===== src/rtl/spi_addr_pkg.sv =====
package spi_addr_pkg;
  typedef enum logic [1:0] {PH_IDLE, PH_ADDR, PH_ACCEPT, PH_REJECT} phase_e;

  // strobes from control to datapath
  typedef struct packed {
    logic sampleBit;  // rising serial edge in a live transaction
    logic shiftBit;   // falling serial edge in a live transaction
    logic loadOk;     // accepted character boundary
    logic selIdle;    // synchronized select inactive
    logic txStart;    // synchronized select just fell
  } dpStrobe_t;
endpackage


===== src/rtl/spi_addr_sync.sv =====
module spi_addr_sync #(
  parameter int STAGES = 2,
  parameter int W = 3,
  parameter logic [W-1:0] RST_VAL = '0
) (
  input  logic         clk,
  input  logic         rstN,
  input  logic [W-1:0] d,
  output logic [W-1:0] q
);
  logic [W-1:0] stg [STAGES];

  for (genvar g = 0; g < STAGES; g++) begin : g_stage
    always_ff @(posedge clk or negedge rstN) begin
      if (!rstN) stg[g] <= RST_VAL;
      else if (g == 0) stg[g] <= d;
      else stg[g] <= stg[(g == 0) ? 0 : g-1];
    end
  end

  assign q = stg[STAGES-1];
endmodule


===== src/rtl/spi_addr_ctrl.sv =====
module spi_addr_ctrl
  import spi_addr_pkg::*;
#(
  parameter int CHAR_W = 9,
  localparam int ADDR_W = CHAR_W - 1,
  localparam int CNT_W = $clog2(CHAR_W + 1)
) (
  input  logic              clk,
  input  logic              rstN,
  input  logic              sckS,
  input  logic              ssNS,
  input  logic              nineBit,
  input  logic              addrEn,
  input  logic [ADDR_W-1:0] addrReg,
  input  logic [ADDR_W-1:0] addrWord,
  output dpStrobe_t         strb,
  output logic              rxDone,
  output logic              wakeReq,
  output logic              misoOe,
  output logic              selActive
);
  phase_e phase;
  logic sckPrev, ssPrev;
  logic [CNT_W-1:0] bitCnt, charLen;
  logic sckRise, sckFall, txStart, live, charEnd, match, accept;

  assign sckRise   = sckS & ~sckPrev;
  assign sckFall   = ~sckS & sckPrev;
  assign txStart   = ssPrev & ~ssNS;
  assign selActive = ~ssNS;
  assign live      = selActive && (phase == PH_ADDR || phase == PH_ACCEPT);
  assign charLen   = nineBit ? CNT_W'(CHAR_W) : CNT_W'(CHAR_W - 1);
  assign charEnd   = live && sckFall && (bitCnt == charLen);
  assign match     = (addrWord == addrReg);
  assign accept    = (phase == PH_ACCEPT) || (phase == PH_ADDR && match);

  always_ff @(posedge clk or negedge rstN) begin
    if (!rstN) begin
      sckPrev <= 1'b0;
      ssPrev  <= 1'b1;
      phase   <= PH_IDLE;
      bitCnt  <= '0;
      rxDone  <= 1'b0;
      wakeReq <= 1'b0;
    end else begin
      sckPrev <= sckS;
      ssPrev  <= ssNS;
      rxDone  <= charEnd && accept;
      wakeReq <= charEnd && phase == PH_ADDR && match;
      if (ssNS) phase <= PH_IDLE;
      else if (txStart) phase <= addrEn ? PH_ADDR : PH_ACCEPT;
      else if (charEnd && phase == PH_ADDR) phase <= match ? PH_ACCEPT : PH_REJECT;
      if (!live || txStart) bitCnt <= '0;
      else if (sckRise) bitCnt <= bitCnt + 1'b1;
      else if (charEnd) bitCnt <= '0;
    end
  end

  always_comb begin
    strb.sampleBit = live && sckRise;
    strb.shiftBit  = live && sckFall;
    strb.loadOk    = charEnd && accept;
    strb.selIdle   = ssNS;
    strb.txStart   = txStart;
  end

  assign misoOe = selActive && phase == PH_ACCEPT;
endmodule


===== src/rtl/spi_addr_dp.sv =====
module spi_addr_dp
  import spi_addr_pkg::*;
#(
  parameter int CHAR_W = 9
) (
  input  logic              clk,
  input  logic              rstN,
  input  dpStrobe_t         strb,
  input  logic              mosiS,
  input  logic              nineBit,
  input  logic              preloadEn,
  input  logic              txWrEn,
  input  logic [CHAR_W-1:0] txWrData,
  output logic              misoOut,
  output logic [CHAR_W-1:0] rxData,
  output logic [CHAR_W-1:0] charWord
);
  logic [CHAR_W-1:0] shReg, dataReg, shifted;
  logic dataValid, sampled, preloaded, doPreload, doLoad;

  assign shifted   = {shReg[CHAR_W-2:0], sampled};
  assign charWord  = nineBit ? shifted : {1'b0, shifted[CHAR_W-2:0]};
  assign doPreload = strb.selIdle && preloadEn && dataValid && !preloaded;
  assign doLoad    = strb.loadOk && dataValid;
  assign misoOut   = nineBit ? shReg[CHAR_W-1] : shReg[CHAR_W-2];

  always_ff @(posedge clk or negedge rstN) begin
    if (!rstN) begin
      shReg     <= '0;
      dataReg   <= '0;
      dataValid <= 1'b0;
      sampled   <= 1'b0;
      preloaded <= 1'b0;
      rxData    <= '0;
    end else begin
      if (doPreload || doLoad) shReg <= dataReg;
      else if (strb.shiftBit) shReg <= shifted;
      if (txWrEn) dataReg <= txWrData;
      dataValid <= txWrEn || (dataValid && !(doPreload || doLoad));
      if (strb.txStart) preloaded <= 1'b0;
      else if (doPreload) preloaded <= 1'b1;
      if (strb.sampleBit) sampled <= mosiS;
      if (strb.loadOk) rxData <= charWord;
    end
  end
endmodule


===== src/rtl/spi_addr_slave.sv =====
module spi_addr_slave
  import spi_addr_pkg::*;
#(
  parameter int CHAR_W = 9,
  parameter int SYNC_STAGES = 2,
  localparam int ADDR_W = CHAR_W - 1
) (
  input  logic              clk,
  input  logic              rstN,
  input  logic              sckIn,
  input  logic              mosiIn,
  input  logic              ssNIn,
  output logic              misoOut,
  output logic              misoOe,
  input  logic              nineBit,
  input  logic              addrEn,
  input  logic              preloadEn,
  input  logic [ADDR_W-1:0] addrReg,
  input  logic              txWrEn,
  input  logic [CHAR_W-1:0] txWrData,
  output logic [CHAR_W-1:0] rxData,
  output logic              rxDone,
  output logic              wakeReq
);
  logic [2:0] pinsS;
  logic selActive;
  logic [CHAR_W-1:0] charWord;
  dpStrobe_t strb;

  spi_addr_sync #(.STAGES(SYNC_STAGES), .W(3), .RST_VAL(3'b100)) u_sync (
    .clk(clk), .rstN(rstN), .d({ssNIn, mosiIn, sckIn}), .q(pinsS)
  );

  spi_addr_ctrl #(.CHAR_W(CHAR_W)) u_ctrl (
    .clk(clk), .rstN(rstN), .sckS(pinsS[0]), .ssNS(pinsS[2]),
    .nineBit(nineBit), .addrEn(addrEn), .addrReg(addrReg),
    .addrWord(charWord[ADDR_W-1:0]), .strb(strb), .rxDone(rxDone),
    .wakeReq(wakeReq), .misoOe(misoOe), .selActive(selActive)
  );

  spi_addr_dp #(.CHAR_W(CHAR_W)) u_dp (
    .clk(clk), .rstN(rstN), .strb(strb), .mosiS(pinsS[1]),
    .nineBit(nineBit), .preloadEn(preloadEn), .txWrEn(txWrEn),
    .txWrData(txWrData), .misoOut(misoOut), .rxData(rxData),
    .charWord(charWord)
  );
endmodule


===== config.mk =====
export PLATFORM = sky130hd
export DESIGN_NAME = spi_addr_slave
export DESIGN_NICKNAME = d
export VERILOG_FILES = /design/src/rtl/spi_addr_pkg.sv /design/src/rtl/spi_addr_sync.sv /design/src/rtl/spi_addr_ctrl.sv /design/src/rtl/spi_addr_dp.sv /design/src/rtl/spi_addr_slave.sv
export SDC_FILE = /design/constraint.sdc
export NUM_CORES = 1
export LEC_CHECK = 0
export BUFFER_PORTS_ARGS = -buffer_cell sky130_fd_sc_hd__buf_2
export CAP_MARGIN = 10
export CORE_ASPECT_RATIO = 0.75
export CORE_MARGIN = 10
export CORE_UTILIZATION = 30
export DETAILED_ROUTE_END_ITERATION = 7
export PLACE_DENSITY = 0.51
export SYNTH_ARGS = -nofsm -noshare
export SYNTH_HDL_FRONTEND = slang
export SYNTH_SLANG_ARGS = --single-unit

===== constraint.sdc =====
create_clock -name clk -period 2.05 [get_ports clk]
set_input_delay 0.205 -clock clk [delete_from_list [all_inputs] [get_ports clk]]
set_output_delay 0.205 -clock clk [all_outputs]
set_load 0.05 [all_outputs]

---- Word level (Yosys, flattened, before mapping) ----
Cells that the tools add are included.
W data, S select, Z words.
word-level totals
  output and inout bits ................... 13
  memories kept ........................... 0
  bits in writable memories ............... 0
  latch bits .............................. 0
  bits in registers ....................... 46
  input port bits ......................... 26
  word-level logic and storage cells ...... 66
  ROM bits ................................ 0
operators by class
  equal/unequal tests ..................... 4
  bitwise gates (word level) .............. 6
  $mul .................................... 0
  multiplexer cells ....................... 15
  shift operators ......................... 0
  reduce and logical (&&, ||, !) cells .... 26
  $lt $le $gt $ge ......................... 0
  add/sub/neg operators ................... 1
  divide/modulo/power cells ............... 0
operator list
  operator               count
  $mux W9                3
  $logic_and A1 B1 Y1    14
  $mux W4                3
  $eq A8 B8 Y1           1
  $mux W2                4
  $reduce_bool A3 Y1     2
  $logic_or A1 B1 Y1     5
  $mux W1                5
  $add A4 B1 Y4 const B  1
  $eq A4 B4 Y1           1
  $reduce_bool A2 Y1     2
  $and A1 B1 Y1          3
  $logic_not A1 Y1       3
  $not A1 Y1             3
  $eq A2 B1 Y1 const B   1
  $eq A2 B2 Y1 const B   1

---- Longest topological paths before layout ----
Gate-level depths: netlist of run 1.
  depth in word-level cells ............... 11
  mapped depth ............................ 8
  depth with buffers taken out ............ 7

---- Modules after synthesis ----
A second synthesis of run 1 with hierarchy kept.
unflattened totals
  cells, all modules ...................... 158
  area total of the unflattened synthesis .. 2157.1 um^2
modules (own cells, without submodules)
  module         area an instance (um^2)  times used  sequential area each (um^2)  cells an instance
  spi_addr_dp    1310.0                   1           750.7                        86
  spi_addr_ctrl  671.9                    1           251.5                        63
  spi_addr_sync  175.2                    1           152.6                        9

---- Least setup slack after synthesis of run 1 ----
No wires, ideal clock.
  path type ............................... reg2reg
  from .................................... register u_ctrl.phase[0]
  to ...................................... register u_dp.rxData[1]
  required time ........................... 1.925 ns
  library setup time ...................... 0.125 ns
  cell stages (with the launch flop) ...... 8
  path buffers ............................ 1
  arrival ................................. 1.836 ns
  path slack .............................. 0.089 ns
  cells stage by stage .................... dfrtp_1 -> inv_1 -> ha_1 -> nor4b_4 -> and3_1 -> o21a_1 -> buf_4 -> mux2_2
RTL lines
  element                   RTL line             RTL
  start: declaration        spi_addr_ctrl.sv:22  phase_e phase;
  start signal: assignment  spi_addr_ctrl.sv:51  else if (txStart) phase <= addrEn ? PH_ADDR : PH_ACCEPT;
  start signal: assignment  spi_addr_ctrl.sv:52  else if (charEnd && phase == PH_ADDR) phase <= match ? PH_ACCEPT : PH_REJECT;
  end signal: assignment    spi_addr_dp.sv:43    if (strb.loadOk) rxData <= charWord;
  end: declaration          spi_addr_dp.sv:15    output logic [CHAR_W-1:0] rxData,

---- Worst setup path after layout of run 1 ----
  from .................................... register u_ctrl.phase[0]
  to ...................................... register u_dp.shReg[5]
between the ends
  word-level cells in the longest chain between the ends .. 9
  elaborated cells between the ends (all ways) .. 13
  those cells by class .................... eq/ne (2); mux (1); reduce/logical (10)
ends and longest elaborated chain
  element                                               RTL line                                  RTL
  $eq A2 B1 Y1 / $eq A2 B2 Y1 (equally long branches)   spi_addr_ctrl.sv:31, spi_addr_ctrl.sv:35
  $logic_or A1 B1 Y1                                    spi_addr_ctrl.sv:31                       assign live = selActive && (phase == PH_ADDR || phase == PH_ACCEPT);
  $logic_and A1 B1 Y1                                   spi_addr_ctrl.sv:31
  $logic_and A1 B1 Y1                                   spi_addr_ctrl.sv:33, spi_addr_ctrl.sv:61
  $logic_and A1 B1 Y1                                   spi_addr_ctrl.sv:33                       assign charEnd = live && sckFall && (bitCnt == charLen);
  $logic_and A1 B1 Y1                                   spi_addr_ctrl.sv:62                       strb.loadOk = charEnd && accept;
  $logic_and A1 B1 Y1                                   spi_addr_dp.sv:24                         assign doLoad = strb.loadOk && dataValid;
  $logic_or A1 B1 Y1                                    spi_addr_dp.sv:36                         if (doPreload || doLoad) shReg <= dataReg;
  $mux W9 / $reduce_bool A2 Y1 (equally long branches)  -
  end signal: assignment                                spi_addr_dp.sv:36
  end signal: assignment                                spi_addr_dp.sv:37                         else if (strb.shiftBit) shReg <= shifted;
  end: declaration                                      spi_addr_dp.sv:18                         logic [CHAR_W-1:0] shReg, dataReg, shifted;
Several ways; a longest one is shown, not always the timed one.
A chain may end at the register's enable or synchronous reset.

==> results of run 1 <==
kinds of logic after synthesis:
| group | count (synthesis) | synth area share |
|---|---|---|
| AO/OA/AOI/OAI | 13 | 0.04517 |
| XOR/XNOR | 10 | 0.04332 |
| adder cells (fa/ha/maj) | 3 | 0.01857 |
| buffers and inverters | 8 | 0.01856 |
| flip-flops | 46 | 0.5712 |
| multiplexers | 38 | 0.2110 |
| AND/OR/NAND/NOR | 30 | 0.09221 |
through the flow:
stage                     setup WS (ps)  total power (uW)  instances  setup TNS [ps]  cell area, sq um
after global routing             -36.00              2225        287          -230.2              2570
after detailed placement         -20.33              1542        272          -159.3              2380
after CTS                         5.502              2120        282               0              2505
after global placement           -4.473              1540        272          -14.29              2380
after floorplan                   89.13              1404        148               0              2022
final                             21.98              2092        287               0              2570
final cells by class:
class                      instances  area share
clock buffer                       8     0.03505
inverter                           5    0.007303
multi-input combinational         94      0.3325
sequential                        46      0.4494
tap                               81     0.03944
timing repair buffer              53      0.1363
per-layer routing:
layer,vias up,routed length (um)
met5,-,0
met4,0,22
met3,2,184
met2,17,2069
li1,635,-
met1,650,2026
power breakdown:
group	switching (uW)	internal (uW)
registers	111	1020
clock network	289	275
logic	166	234
placed cells by master (no fill, tap or decap), types with 2 or more instances in the layout:
master,netlist,layout
ha_1,3,2
buf_12,0,2
dfstp_2,3,3
clkbuf_1,1,2
inv_1,5,4
nand4_1,3,3
a21oi_1,6,6
mux2_2,37,37
dlygate4sd3_1,0,2
nand2_1,7,7
nor2b_1,2,2
xnor2_1,9,9
nor3_1,2,2
buf_4,2,10
buf_2,0,38
clkbuf_8,0,6
dfrtp_1,43,43
nor2_1,7,7
worst paths after layout:
kind	to	startpoint	cells past startpoint
max reg2reg	u_dp.shReg[5]	u_ctrl.phase[0]	6
max in group asynchronous	u_dp.rxData[0]	rstN	3
min in group asynchronous	u_ctrl.bitCnt[2]	rstN	2
min reg2reg	u_sync.q[2]	u_sync.stg[5]	0
max	u_dp.shReg[5]	u_ctrl.phase[0]	6
min	u_sync.stg[4]	mosiIn	1
registers in the layout, summed over array words and instances, names as in the netlist, 2 cells and up:
register and flops:
u_ctrl.bitCnt 4, u_sync.q 3, u_ctrl.phase 2, u_dp.dataReg 9, u_dp.rxData 9, u_sync.stg 3, u_dp.shReg 9
repair_timing:
item / in CTS / in global routing
hold buffers: 1 / 1
gates resized for setup: 3 / 2
pin swaps: 1 / 1
endpoints found under the setup margin: 17 / 17
gates cloned: 0 / 1
endpoints found under the hold margin: 17 / 1
buffers inserted: 1 / 3
==> out/qor.yml, run 1 <==
ys_top_cells_by_count: "dfrtp_1 (43), mux2_2 (37), xnor2_1 (9), nand2_1 (7), nor2_1 (7)"
p_leak_uw: 0.001204
maxSlewHeadroom: 0.6570
maxSlewViolCount: 0
min_path_type: "in2reg"
finClkSkew_ps: 6.926
worstMarginPinSlew_ps: 514.5
rsz0062_at_grt: "yes"
die_w_um: 114.8
regArea_sq_um: 1155
grt_pass1_vias: 1425
setup_viol: 0
cts_tree: "yes"
drt_iter0_drc: 13
synthCells: 148
fp.dieH_um: 91.10
crit_required_ps: 2230
slowest_delay_ps: 400
vias: 1304
synth_top_cell_area_share: 0.5322
synth.top_cells.by_area: "dfrtp_1 (53%), mux2_2 (21%), dfstp_2 (3.9%)"
irDropWorstVdd_v: 0.0004225
synth.distinct_cells: 30
critPathMaxFanout: 9
yosys_warnings: 0
busiest_layer: "met2"
mappedNetlistArea_sq_um: 2022
cts_made_buffers: 5
synth_top_area_cell: "dfrtp_1"
grt_util_met3: 0.03090
cts_max_level: 2
ioPinCount: 39
drt_wl_total_um: 4302
place_congestion: 0.7238
grt_use_total: 0.08407
grt_pass1_wl_um: 7169
slowest_stage: "dfrtp_1"
clkTransAtPathRegs_ps: 80
synth_edf_count: 0
crit_chain: "inv_2 -> ha_4 -> nor4b_4 -> buf_4 -> mux2_2 -> mux2_2"
nets: 234
fmax_mhz: 493.1
ys_seq_area_frac: 0.5712
clockRootBuffer: "clkbuf_8"
worst_setup_path_end_kind: "flip-flop"
rrSetupSlack_ps: 20
core-area_sq_um: 6412
drt_first_pass_iters: 3
final_layout_size_suffix_gt1_frac: 0.5097
syn_area_per_cell_sq_um: 13.66
criticalPathCategory: "reg2reg"
drv_cap: 0
path_delay_family: "multiplexers"
met1_usage: 0.1054
rows: 25
floorplan.initialDensity: 0.3153
dieArea_sq_um: 10460
synthArstFlopShare: 1.000
status: "finished, final reports clean"
antenna_left: 0
area_growth_pct: 27.10
cts_buffer_depth: 2
nFillCells: 622
fin_crit_ps: 2028
routedWlPerCell_um: 14.99
ys.flop_type: "dfrtp_1"
final_hold_viol_count: 0
met2_usage: 0.1361
crit_buf_inv: 2
place_hpwl_um: 3300
port_buffers: 38
fin_util: 0.4008
grt_overflow: 0
finalCritPeriodShare: 0.9893
whs_ps: 22.44
ys_ff_latch: 46
yosysMostFrequentCell: "dfrtp_1"
viasPerCell: 4.544
drc_errors: 0
clock_latency_ps: 290
crit_arrival_ps: 2210
n_antenna_cell: 0
synthesis.nets: 177
grt_max_degree: 27
cp-start-kind: "flip-flop"
power.density_nw_per_um2: 813.8
grt_antenna_before_repair: 0
crit_top_cell: "mux2_2"
multiInputGateArea_sq_um: 854.6
cts.sinks: 46
Power figures use the tool's default switching activity.
==> inputs of run 2 (changes only) <==
- SETUP_SLACK_MARGIN: not set -> 0.5
==> run 2 against run 1 <==
  * The run now ends with hold timing left
  * Die area unchanged
  * Utilization increased by 1.4 points
  * Sequential share of layout area decreased by 1.5 points
  * Cell count grew 2.1%
  * First-iteration DRC count grew to 5.2 times the previous value
==> out/qor.yml, run 2 (synthesis results as in run 1) <==
slowest_stage: "dfrtp_1"
drt_iter0_drc: 68
cts_tree: "yes"
grt_antenna_before_repair: 0
pwr-share-comb: 0.194
ioPinCount: 39
place_congestion: 0.7368
fmax_mhz: 504.9
startpoint: "u_ctrl.phase[0]"
pwr-share-clk: 0.265
timing.rr.start: "u_ctrl.phase[0]"
grt_pass1_wl_um: 7810
crit_end: "u_ctrl.phase[0]"
finalCritPeriodShare: 0.9661
netSwitchingFraction: 0.2838
worstMarginPinSlew_ps: 577.3
crit_top_cell: "buf_6"
criticalPathCategory: "reg2reg"
floorplan.initialDensity: 0.3153
clock_latency_ps: 300
final_layout_size_suffix_gt1_frac: 0.5519
setup_viol: 0
r2r_cells: 9
min_path_type: "in2async"
drv_cap: 0
irDropWorstVdd_v: 0.0004047
layout.cells.non_filler: 293
rrSetupSlack_ps: 70
worst_setup_path_end_kind: "flip-flop"
die_w_um: 114.8
drt_wl_total_um: 4510
drt_first_pass_iters: 3
fp.dieH_um: 91.10
slowest_delay_ps: 400
critPathMaxFanout: 4
whs_ps: -10.12
place_hpwl_um: 3291
final_hold_viol_count: 28
crit_buf_inv: 4
fin_crit_ps: 1981
n_antenna_cell: 0
crit_chain: "inv_2 -> ha_4 -> nor4b_4 -> nand4_2 -> buf_4 -> buf_6 -> buf_6 -> a211o_1 -> a21oi_1"
multiInputGateArea_sq_um: 913.4
grt_pass1_vias: 1512
crit_arrival_ps: 2200
power.density_nw_per_um2: 784.0
mostFrequentLayoutCell: "dfrtp_1"
drc_errors: 0
finClkSkew_ps: 9.577
rows: 25
routedWlPerCell_um: 15.39
setup_ws_ps: 69.49
path_delay_family: "simple AND/OR/NAND/NOR gates"
viasPerCell: 4.485
p_leak_uw: 0.001240
violations: "hold timing"
core-area_sq_um: 6412
worst-path-stages: 9
regArea_sq_um: 1155
grt_max_degree: 47
pwr-share-seq: 0.542
final_cell_mix: "dfrtp_1 (43), buf_2 (37), mux2_2 (29)"
maxSlewViolCount: 0
maxSlewHeadroom: 0.6152
cts_made_buffers: 5
dieArea_sq_um: 10460
port_buffers: 38
rr_endpoint: "u_ctrl.phase[0]"
nFillCells: 617
tns_ps: 0
cts_buffer_depth: 2
nets: 240
grt_use_total: 0.09188
grt_overflow: 0
vias: 1314
final_area_sq_um: 2658
post_dp_cell_area_sq_um: 2386
cp-start-kind: "flip-flop"
largest_registers: "u_dp.dataReg (9), u_dp.rxData (9), u_dp.shReg (9)"
antenna_left: 0
clockRootBuffer: "clkbuf_8"
switchingPower_uw: 591.3
cts.sinks: 46
crit_required_ps: 2270
post-place-ws_ps: 30.39
area_growth_pct: 31.44
p_int_uw: 1492
cts_max_level: 2
status: "finished, violations left"
clkTransAtPathRegs_ps: 90
placedCellCount: 271
rsz0062_at_grt: "yes"
==> run 2: changes by cell type in the layout (fill, tap and decap cells not counted), moves of 2 or more <==
cell,previous run,this run
mux2_4,0,8
mux2_2,37,29
clkbuf_1,2,0
buf_6,0,9
buf_12,2,0
==> run 2: worst min-delay path by stage <==
stage | depth (start not counted) | from | end | slack [ps]
2_1_floorplan | 0 | rstN | u_ctrl.bitCnt[0] | -90
3_3_place_gp | 1 | ssNIn | u_sync.stg[5] | 310
3_5_place_dp | 1 | ssNIn | u_sync.stg[5] | 310
4_1_cts | 2 | rstN | u_dp.dataReg[8] | 7
5_1_grt | 1 | mosiIn | u_sync.stg[4] | 7
6_report | 2 | rstN | u_dp.shReg[8] | -10
==> run 2: layout make-up <==
cell class / instances / share of cell area
sequential: 46 / 0.4346
multi-input combinational: 95 / 0.3437
timing repair buffer: 58 / 0.1427
tap: 81 / 0.03814
clock buffer: 5 / 0.02589
clock inverter: 3 / 0.008004
inverter: 5 / 0.007062
==> run 2: timing repair <==
item	in CTS	in global routing
setup endpoints to repair	25	27
gates resized for setup	13	5
gates cloned	1	0
pin swaps	6	2
hold buffers	1	0
endpoints found under the hold margin	1	0
buffers inserted	11	1
==> run 2: stage by stage <==
step	power (uW)	hold slack [ps]	utilization
3_3_place_gp	1536	310.7	0.3721
3_5_place_dp	1541	311.6	0.3721
5_1_grt	2219	7.355	0.4144
4_1_cts	2117	7.160	0.4103
2_1_floorplan	1411	-90.59	-
6_report	2083	-10.12	0.4144
==> run 2: per-layer routing <==
layer	share of wire	wire length, um	global-route usage
met3	0.048	217	0.03222
met4	0.0051	23	0.02160
met5	0	0	0
met2	0.46	2074	0.1384
met1	0.49	2195	0.1228
==> run 2: power groups by stage <==
stage               logic, uW  clock network (uW)  registers [uW]
floorplan                 302                   0            1110
global placement          388                   0            1150
detailed placement        392                   0            1150
CTS                       410                 575            1130
global route              453                 615            1150
finish                    404                 551            1130
